`config.mk`:
```
export PLATFORM = sky130hd
export DESIGN_NAME = tbus_arbiter
export DESIGN_NICKNAME = d
export VERILOG_FILES = /design/src/rtl/tbus_pkg.sv /design/src/rtl/tbus_starve_ctr.sv /design/src/rtl/tbus_prio_pick.sv /design/src/rtl/tbus_arbiter.sv
export SDC_FILE = /design/constraint.sdc
export NUM_CORES = 1
export LEC_CHECK = 0
export ABC_AREA = 1
export CORE_MARGIN = 10
export CORE_UTILIZATION = 42
export DETAILED_ROUTE_END_ITERATION = 10
export PLACE_DENSITY = 0.78
export SETUP_SLACK_MARGIN = 0.1
export SLEW_MARGIN = 25
export SYNTH_ARGS = -nofsm -noshare
export SYNTH_HDL_FRONTEND = slang
export SYNTH_SLANG_ARGS = --single-unit
```
`constraint.sdc`:
```
create_clock -name clk -period 1.2 [get_ports clk]
set_clock_uncertainty 0.05 [all_clocks]
set_input_delay 0.18 -clock clk [delete_from_list [all_inputs] [get_ports clk]]
set_output_delay 0.18 -clock clk [all_outputs]
set_load 0.02 [all_outputs]
```
`src/rtl/tbus_pkg.sv`:
```
package tbus_pkg;
    localparam int NUM_MASTERS = 3;

    typedef enum logic [1:0] {
        OWN_NONE  = 2'd0,
        OWN_HOST  = 2'd1,
        OWN_COPRO = 2'd2,
        OWN_DBG   = 2'd3
    } owner_e;

    typedef struct packed {
        owner_e owner;
    } arb_state_t;
endpackage

```
`src/rtl/tbus_starve_ctr.sv`:
```
module tbus_starve_ctr #(
    parameter int CNT_W = 8,
    parameter int LIMIT = 128
) (
    input  logic clk,
    input  logic rst,
    input  logic waiting,
    output logic escalate
);
    localparam logic [CNT_W-1:0] CNT_MAX = {CNT_W{1'b1}};
    localparam logic [CNT_W-1:0] CNT_LIM = CNT_W'(LIMIT);

    logic [CNT_W-1:0] cnt_d, cnt_q;

    always_comb begin
        cnt_d = '0;
        if (waiting) begin
            cnt_d = (cnt_q == CNT_MAX) ? cnt_q : cnt_q + 1'b1;
        end
    end

    always_ff @(posedge clk) begin
        if (rst) cnt_q <= '0;
        else     cnt_q <= cnt_d;
    end

    assign escalate = (cnt_q > CNT_LIM);
endmodule

```
`src/rtl/tbus_prio_pick.sv`:
```
module tbus_prio_pick
    import tbus_pkg::*;
(
    input  logic   host_req,
    input  logic   copro_req,
    input  logic   copro_priv,
    input  logic   dbg_req,
    input  logic   dbg_esc,
    output owner_e pick
);
    always_comb begin
        if (copro_req && copro_priv) pick = OWN_COPRO;
        else if (dbg_req && dbg_esc) pick = OWN_DBG;
        else if (host_req)           pick = OWN_HOST;
        else if (copro_req)          pick = OWN_COPRO;
        else if (dbg_req)            pick = OWN_DBG;
        else                         pick = OWN_NONE;
    end
endmodule

```
`src/rtl/tbus_arbiter.sv`:
```
module tbus_arbiter
    import tbus_pkg::*;
#(
    parameter int CNT_W = 8,
    parameter int LIMIT = 128
) (
    input  logic       clk,
    input  logic       rst,
    input  logic       host_req,
    input  logic       host_done,
    input  logic       copro_req,
    input  logic       copro_priv,
    input  logic       copro_done,
    input  logic       dbg_req,
    input  logic       dbg_done,
    output logic [2:0] grant,
    output logic [2:0] stall
);
    arb_state_t state_d, state_q;
    owner_e     pick;
    logic       dbg_esc;
    logic       owner_done;
    logic       owner_req;
    logic       boundary;
    logic [NUM_MASTERS-1:0] req_vec;

    assign req_vec = {dbg_req, copro_req, host_req};

    tbus_starve_ctr #(.CNT_W(CNT_W), .LIMIT(LIMIT)) u_starve (
        .clk      (clk),
        .rst      (rst),
        .waiting  (dbg_req && !grant[2]),
        .escalate (dbg_esc)
    );

    tbus_prio_pick u_pick (
        .host_req   (host_req),
        .copro_req  (copro_req),
        .copro_priv (copro_priv),
        .dbg_req    (dbg_req),
        .dbg_esc    (dbg_esc),
        .pick       (pick)
    );

    always_comb begin
        grant      = '0;
        owner_done = 1'b0;
        owner_req  = 1'b0;
        case (state_q.owner)
            OWN_HOST:  begin grant[0] = 1'b1; owner_done = host_done;  owner_req = host_req;  end
            OWN_COPRO: begin grant[1] = 1'b1; owner_done = copro_done; owner_req = copro_req; end
            OWN_DBG:   begin grant[2] = 1'b1; owner_done = dbg_done;   owner_req = dbg_req;   end
            default:   ;
        endcase
        boundary = (state_q.owner == OWN_NONE) || owner_done || !owner_req;
        state_d  = state_q;
        if (boundary) state_d.owner = pick;
    end

    always_ff @(posedge clk) begin
        if (rst) state_q <= '{owner: OWN_NONE};
        else     state_q <= state_d;
    end

    for (genvar m = 0; m < NUM_MASTERS; m++) begin : g_stall
        assign stall[m] = req_vec[m] && !grant[m];
    end
endmodule

```
==> results.md, run 1 <==
* Outcome: complete, but fails checks
* Violated checks: negative setup slack
* Setup_tns at -0.6346 ns
* Clock share of power at about 28%
* Setup-failing EPs final at 13
* Synth Warn # at 0
* Final Critical Period at between 1 and 1.5 ns
* Initial antenna violation count at 0
* Setup crit start kind: flop
* Die height at around 59 um
* Starting Density at between 40% and 50%
* Routed Antenna Nets at 0
* Hold Slack at between 0.5 and 0.6 ns
* Final nets at around 150
* P_leak at 0.5604 nW
* Critical path data arrival time at around 1.4 ns
* Worst-path clk slew at ~0.070 ns
* PwrDens at 703.9 nW/um2
* Num CTS Buffers at 3
* Full die area at between 3000 and 4000 um2
* Area growth syn-to-layout at 81.75%
* Final Hold Fails at 0
* Unrepaired setup endpoints after global routing: yes
* Adder-cell share of the synthesized area at around 3.9%
* Synth Instances at between 90 and 100
* FP Rows at 14
* Worst VDD drop at 611.7 uV
* Logic pwr share at between 20% and 30%
* H-tree Lvls at 1
* Simple-gate area share of the yosys netlist at 42.33%
* Vias at 780
* Most frequent cells in the layout: buf_4 (23), inv_1 (10), nand3_1 (10), nand2_1 (10), nor2_1 (9)
* Global Route Usage Sum at between 10% and 20%
* Clock Tree Buf Depth at 2
* Slack of the critical path at -0.08280 ns
* Post-DP HPWL at ~1.3 mm
* Max-slew violation count at 0
* CP Max Fanout at 3
* Combinational family with the most area after synthesis: simple AND/OR/NAND/NOR gates
* Syn Area/Cell at 6.783 um2
* Placed Cells at 141
* Commonest non-fill, non-tap cell in the layout: buf_4
* NetSw at around 0.00025 W
* Syn Nets at roughly 110
* CTS tree: yes
* Antenna Diode Count at 0
* Root Buffer: clkbuf_4
* Post-synthesis sequential area ratio at between 30% and 40%
* Netlist cell types at 20
* Compound-Gate Fraction of Synth Area at between 10% and 20%
* Non-filler cells, final at around 150
* DR pass1 iterations at 4
* Synthesized area at 644.4 um2
* Switch share at between 30% and 40%
* First-pass GRT wire length at between 3 and 4 mm
* Gpl congestion at 0.7965
* Gr ovfl total at 0
* Post-synthesis mux area share at 0%
* Crit path capture type: flop
* Seq pwr share at a little over two fifths
* Met3 usage at under 10%
* Iter 0 DRT Violations at 14
* FF+latch count, synth at 10
* Share of layout cells above drive strength 1 at a little over half
* Worst Path Required at between 1 and 1.5 ns
* Io pins at 15
* Crit Path Category: reg2reg
* Crit share post-route at 106.9%
* Routing usage on met2 at a little under a fifth
* Int Pwr at approximately 0.00058 W
* Max-slew headroom at 78.39%
* # DRC at 0
* Hold Crit Class: reg2reg
* Met1 Use GR at 12.14%
* Max Cap Violations at 0
* Post-CTS Hold Buffers at 0
* Number of global-route vias before repair at between 700 and 800
* Post-Synth XOR/XNOR Area at 1.359%
* Die Wd at approximately 59 um
* Gr busiest metal: met2
* Fmax at about 780 MHz
* # port buffers at 14
* Routed len/inst at approximately 15 um
* Post-Route WL at 2.218 mm
* Vias per std cell at between 5 and 6
* Largest net degree at the start of global routing at 8
* CTS Sinks at 10
* Placeable Area at approximately 1500 um2
* Worst-Skew Late Latency at 0.27 ns
* Final Util at around four fifths
* Worst-margin pin slew at ~0.32 ns
* Total power draw at ~0.0008 W
## worst max-delay path, stage by stage, from the launching register on
cell     delay [ns]
dfxtp_4        0.37
ha_4           0.17
nand3_4        0.12
buf_4          0.19
xnor2_4        0.17
nor2_4         0.05
nor2_1         0.11
## layout make-up
cell class / instances / area, um2
Clock buffer: 3 / 22.52
Sequential cell: 10 / 217.7
Timing Repair Buffer: 38 / 339.1
Inverter: 17 / 71.32
Multi-Input combinational cell: 67 / 500.5
Fill cell: 90 / 300.3
Tap cell: 16 / 20.02
## path summary, 6_finish.rpt
check | start | to | slack [ns] | depth (start not counted)
setup / recovery | u_starve.cnt_q[0]$_SDFFE_PP0P_ | u_starve.cnt_q[4]$_SDFFE_PP0P_ | -0.08 | 6
hold / removal | state_q[0]$_SDFFE_PP0P_ | state_q[0]$_SDFFE_PP0P_ | 0.51 | 2
setup reg to reg | u_starve.cnt_q[0]$_SDFFE_PP0P_ | u_starve.cnt_q[4]$_SDFFE_PP0P_ | -0.08 | 6
hold reg to reg | state_q[0]$_SDFFE_PP0P_ | state_q[0]$_SDFFE_PP0P_ | 0.51 | 2
## per-stage QoR
step	worst slack (ns)	instance area, um2
floorplan	0.06458	668.1
global placement	-0.4637	948.4
detailed placement	-0.4713	948.4
CTS	-0.02127	1020
global route	-0.1552	1171
finish	-0.08280	1171
## repair_timing
action	in CTS	in global routing
gates resized for setup	47	30
endpoints found under the setup margin	16	16
buffers inserted	4	3
pin swaps	10	13
## sequential cells by signal, indices dropped and copies added, names as in the netlist
| name | count |
|---|---|
| u_starve.cnt_q | 8 |
| state_q | 2 |
## power groups by stage
stage / Sequential [W] / Clock, W / Combinational (W)
4_1_cts: 0.000354 / 0.000235 / 0.000202
2_1_floorplan: 0.000363 / 0 / 0.0000844
3_5_place_dp: 0.000363 / 0 / 0.000195
5_1_grt: 0.000362 / 0.000254 / 0.000247
6_report: 0.000361 / 0.000232 / 0.000231
3_3_place_gp: 0.000363 / 0 / 0.000191
## cell usage after synthesis, drive strengths merged
| cell type | instances | share of area (%) |
|---|---|---|
| nand4 | 1 | 0.97 |
| and2 | 1 | 0.97 |
| ha | 2 | 3.9 |
| nor4 | 1 | 0.97 |
| buf | 1 | 1.2 |
| a31oi | 1 | 0.97 |
| nand2 | 15 | 9.9 |
| xnor2 | 1 | 1.4 |
| a21oi | 8 | 6.2 |
| inv | 17 | 9.9 |
| nand3 | 12 | 11 |
| nor3 | 5 | 5.6 |
| o21ai | 4 | 3.1 |
| dfxtp | 10 | 31 |
| nor2 | 16 | 13 |
## cell families (layout without fill, tap and decap cells)
logic type               count (synthesis)  in the layout
AND/OR/NAND/NOR                         51             51
AO/OA/AOI/OAI                           13             13
adder cells (fa/ha/maj)                  2              2
XOR/XNOR                                 1              1
buffers and inverters                   18             58
flip-flops                              10             10
## metal layers
| layer | vias up | routed length [um] |
|---|---|---|
| li1 | 389 | - |
| met1 | 360 | 959 |
| met2 | 26 | 1109 |
| met3 | 5 | 112 |
| met4 | 0 | 36 |
| met5 | - | 0 |
Power figures use the tool's default switching activity.
==> run 2: changes to the inputs <==
--- a/config.mk
+++ b/config.mk
@@ -7,11 +7,12 @@
 export LEC_CHECK = 0
 export ABC_AREA = 1
 export CORE_MARGIN = 10
-export CORE_UTILIZATION = 42
+export CORE_UTILIZATION = 43
 export DETAILED_ROUTE_END_ITERATION = 10
 export PLACE_DENSITY = 0.78
 export SETUP_SLACK_MARGIN = 0.1
 export SLEW_MARGIN = 25
 export SYNTH_ARGS = -nofsm -noshare
 export SYNTH_HDL_FRONTEND = slang
+export SYNTH_HIERARCHICAL = 1
 export SYNTH_SLANG_ARGS = --single-unit
==> run 2 against run 1 <==
Compared with the run above: the flow still finishes with violations (negative setup slack); final cell count grew 8.6%; critical endpoint is now u_starve/cnt_q[1]$_SDFFE_PP0P_; largest power group unchanged; sequential power hardly changed; critical path depth is the same; largest cell class unchanged; clock power grew 38%.
==> results.md, run 2 <==
* Outcome: complete, but fails checks
* Violated checks: negative setup slack
* Post-synth top area share at between 20% and 30%
* Netlist cell types at 20
* CP Max Fanout at 5
* Max FFs per register at 8
* PwrDens at slightly above 800 nW/um2
* Antenna Diode Count at 0
* Crit share post-route at 111.2%
* Max-slew violation count at 0
* Synth Instances at ~110
* Area growth syn-to-layout at 72.50%
* Starting Density at 45.60%
* Setup-failing EPs final at 12
* Crit path capture type: flop
* Top reg by flops: u_starve/cnt_q
* Vias at between 800 and 900
* First-pass GRT wire length at roughly 3.2 mm
* Top cells by area, synth: dfxtp_1 (29%), nand2_1 (12%), nand3_1 (11%)
* Multi-input gate area in the final layout at between 500 and 600 um2
* Gpl congestion at ~0.84
* Routed len/inst at between 10 and 15 um
* Gr ovfl total at 0
* Root Buffer: clkbuf_4
* Post-DP HPWL at 1.427 mm
* Io pins at 15
* Area after DPL at just under 1000 um2
* Max-slew headroom at between 80% and 90%
* # DRC at 0
* Most frequent cells in the layout: nand2_1 (19), buf_4 (18), nor2_1 (14)
* Final Critical Period at about 1.3 ns
* Global Route Usage Sum at 12.12%
* Placeable Area at 1506 um2
* # port buffers at 14
* Num CTS Buffers at 3
* Biggest regs: u_starve/cnt_q: 8 flops, state_q: 2 flops
* Critical path data arrival time at between 1 and 1.5 ns
* Syn Nets at ~120
* Commonest non-fill, non-tap cell in the layout: nand2_1
* Crit Path Category: reg2reg
* CP max stage delay at roughly 0.4 ns
* Die height at roughly 60 um
* Synthesized area at 686.9 um2
* Number of global-route vias before repair at approximately 780
* Slack of the critical path at -0.1349 ns
* Worst-path clk slew at about 0.07 ns
* Final Hold Fails at 0
* Die Wd at ~60 um
* FFs w/ async S/R, synth at 0%
* H-tree Lvls at 1
* DR pass1 iterations at 4
* Post-Route WL at 2.448 mm
* Top FF cell, synth: dfxtp_1
* P_leak at between 0.5 and 0.6 nW
* Initial antenna violation count at 0
* Final nets at 160
* Routed Antenna Nets at 0
* Worst VDD drop at about 640 uV
* Max Cap Violations at 0
* Iter 0 DRT Violations at 24
* Register area at about 220 um2
* Critical Path, Cell by Cell: ha_4 > nand2_4 > nor2_4 > nand2_4 > o21ai_1 > nor2_1
* Clock Tree Buf Depth at 2
* Worst Path Required at 1.32 ns
* Worst-margin pin slew at approximately 0.24 ns
* Final std cell area, no fill at 1185 um2
* Syn Area/Cell at between 6 and 7 um2
* Post-CTS Hold Buffers at 0
* Yosys top cell by area: dfxtp_1
* Largest net degree at the start of global routing at 9
* Fmax at ~750 MHz
* CP max-delay cell: dfxtp_4
* R2R setup slack at -0.13 ns
* Post-synthesis sequential area ratio at 29.14%
* Most common cell in the netlist: nand2_1
* Setup crit start kind: flop
* Fillers at 95
* FF+latch count, synth at 10
* Vias per std cell at 5.128
* Number of synthesized flops with an enable pin at 0
* Hold Slack at between 0.3 and 0.4 ns
* FP Rows at 14
* Most used cell, CP: nand2_4
* Synth Warn # at 6
* Hold Crit Class: in2reg
* Full die area at between 3000 and 4000 um2
* Synth cell count leaders: nand2_1 (22), nor2_1 (20), inv_1 (18), nand3_1 (15), dfxtp_1 (10)
* Share of layout cells above drive strength 1 at about 48%
* Worst-Skew Late Latency at between 0.2 and 0.3 ns
* Unrepaired setup endpoints after global routing: yes
* Final Util at 78.65%
* CTS Sinks at 10
* CTS tree: yes
==> run 2: cell count changes after synthesis, moves of 2 or more <==
cell,before,now
nor2_2,2,0
nand3_1,11,15
nor3_1,4,1
o21ai_0,4,1
nand2_1,12,22
o21ai_1,0,2
nor2_1,13,20
inv_2,0,2
nor2_4,0,3
a21oi_1,8,4
==> run 2: final cells by class <==
cell class / instances / area share, %
Sequential cell: 10 / 18.27
Timing Repair Buffer: 32 / 23.55
Tap cell: 16 / 1.690
Clock buffer: 4 / 3.062
Inverter: 21 / 7.497
Multi-Input combinational cell: 81 / 45.93
==> run 2: worst max-delay path: cells and delay by family, from the launching register on <==
family | cells | cell delay, ns
AND/OR/NAND/NOR | 4 | 0.41
adder cells (fa/ha/maj) | 1 | 0.17
flip-flops | 1 | 0.40
AO/OA/AOI/OAI | 1 | 0.19
==> run 2: per-stage QoR <==
stage	instances	setup TNS [ns]	setup WS [ns]	power (W)
after floorplan	111	0	0.03451	0.0004970
after global placement	152	-3.608	-0.4393	0.0006075
after detailed placement	152	-3.972	-0.4664	0.0006144
after CTS	159	-0.1271	-0.03460	0.0009313
after global routing	164	-1.223	-0.1675	0.001004
final	164	-0.6224	-0.1349	0.0009695
==> run 2: timing repair <==
item	CTS	global route
pin swaps	13	9
cloned	1	0
buffers inserted	2	5
setup endpoints to repair	16	16
gates resized for setup	45	17
==> run 2: final timing paths <==
| kind | startpoint | endpoint | depth (start not counted) |
|---|---|---|---|
| max | u_starve/cnt_q[1]$_SDFFE_PP0P_ | u_starve/cnt_q[1]$_SDFFE_PP0P_ | 6 |
| min | dbg_req | state_q[1]$_SDFFE_PP0P_ | 6 |
| max reg2reg | u_starve/cnt_q[1]$_SDFFE_PP0P_ | u_starve/cnt_q[1]$_SDFFE_PP0P_ | 6 |
| min reg2reg | u_starve/cnt_q[7]$_SDFFE_PP0P_ | u_starve/cnt_q[6]$_SDFFE_PP0P_ | 2 |
==> run 2: power by group <==
part	internal, W	switching [W]
registers	0.000341	0.0000225
logic	0.000140	0.000146
clock network	0.000185	0.000135
==> run 2: metal layers <==
metal  routed length [um]  up-vias  part of all wire (%)  global-route usage (%)
li1                     -      425                     -                       -
met3                  123       13                   5.0                   4.873
met1                  833      384                    34                   10.10
met5                    0        -                     0                       0
met4                  110        0                   4.5                   9.936
met2                 1381       19                    56                   21.76
==> run 2: kinds of logic after synthesis <==
kind of cell | share of synthesized area (%)
buf+inv | 11.47
fa+ha+maj | 3.642
compound gates | 8.380
simple gates | 47.36
flops | 29.14
==> run 3: changes to the inputs <==
--- a/config.mk
+++ b/config.mk
@@ -7,12 +7,11 @@
 export LEC_CHECK = 0
 export ABC_AREA = 1
 export CORE_MARGIN = 10
-export CORE_UTILIZATION = 43
+export CORE_UTILIZATION = 42
 export DETAILED_ROUTE_END_ITERATION = 10
 export PLACE_DENSITY = 0.78
 export SETUP_SLACK_MARGIN = 0.1
 export SLEW_MARGIN = 25
 export SYNTH_ARGS = -nofsm -noshare
 export SYNTH_HDL_FRONTEND = slang
-export SYNTH_HIERARCHICAL = 1
 export SYNTH_SLANG_ARGS = --single-unit
==> results of run 3 <==
No change in the layout: final DEF, timing and power equal those of run 1.
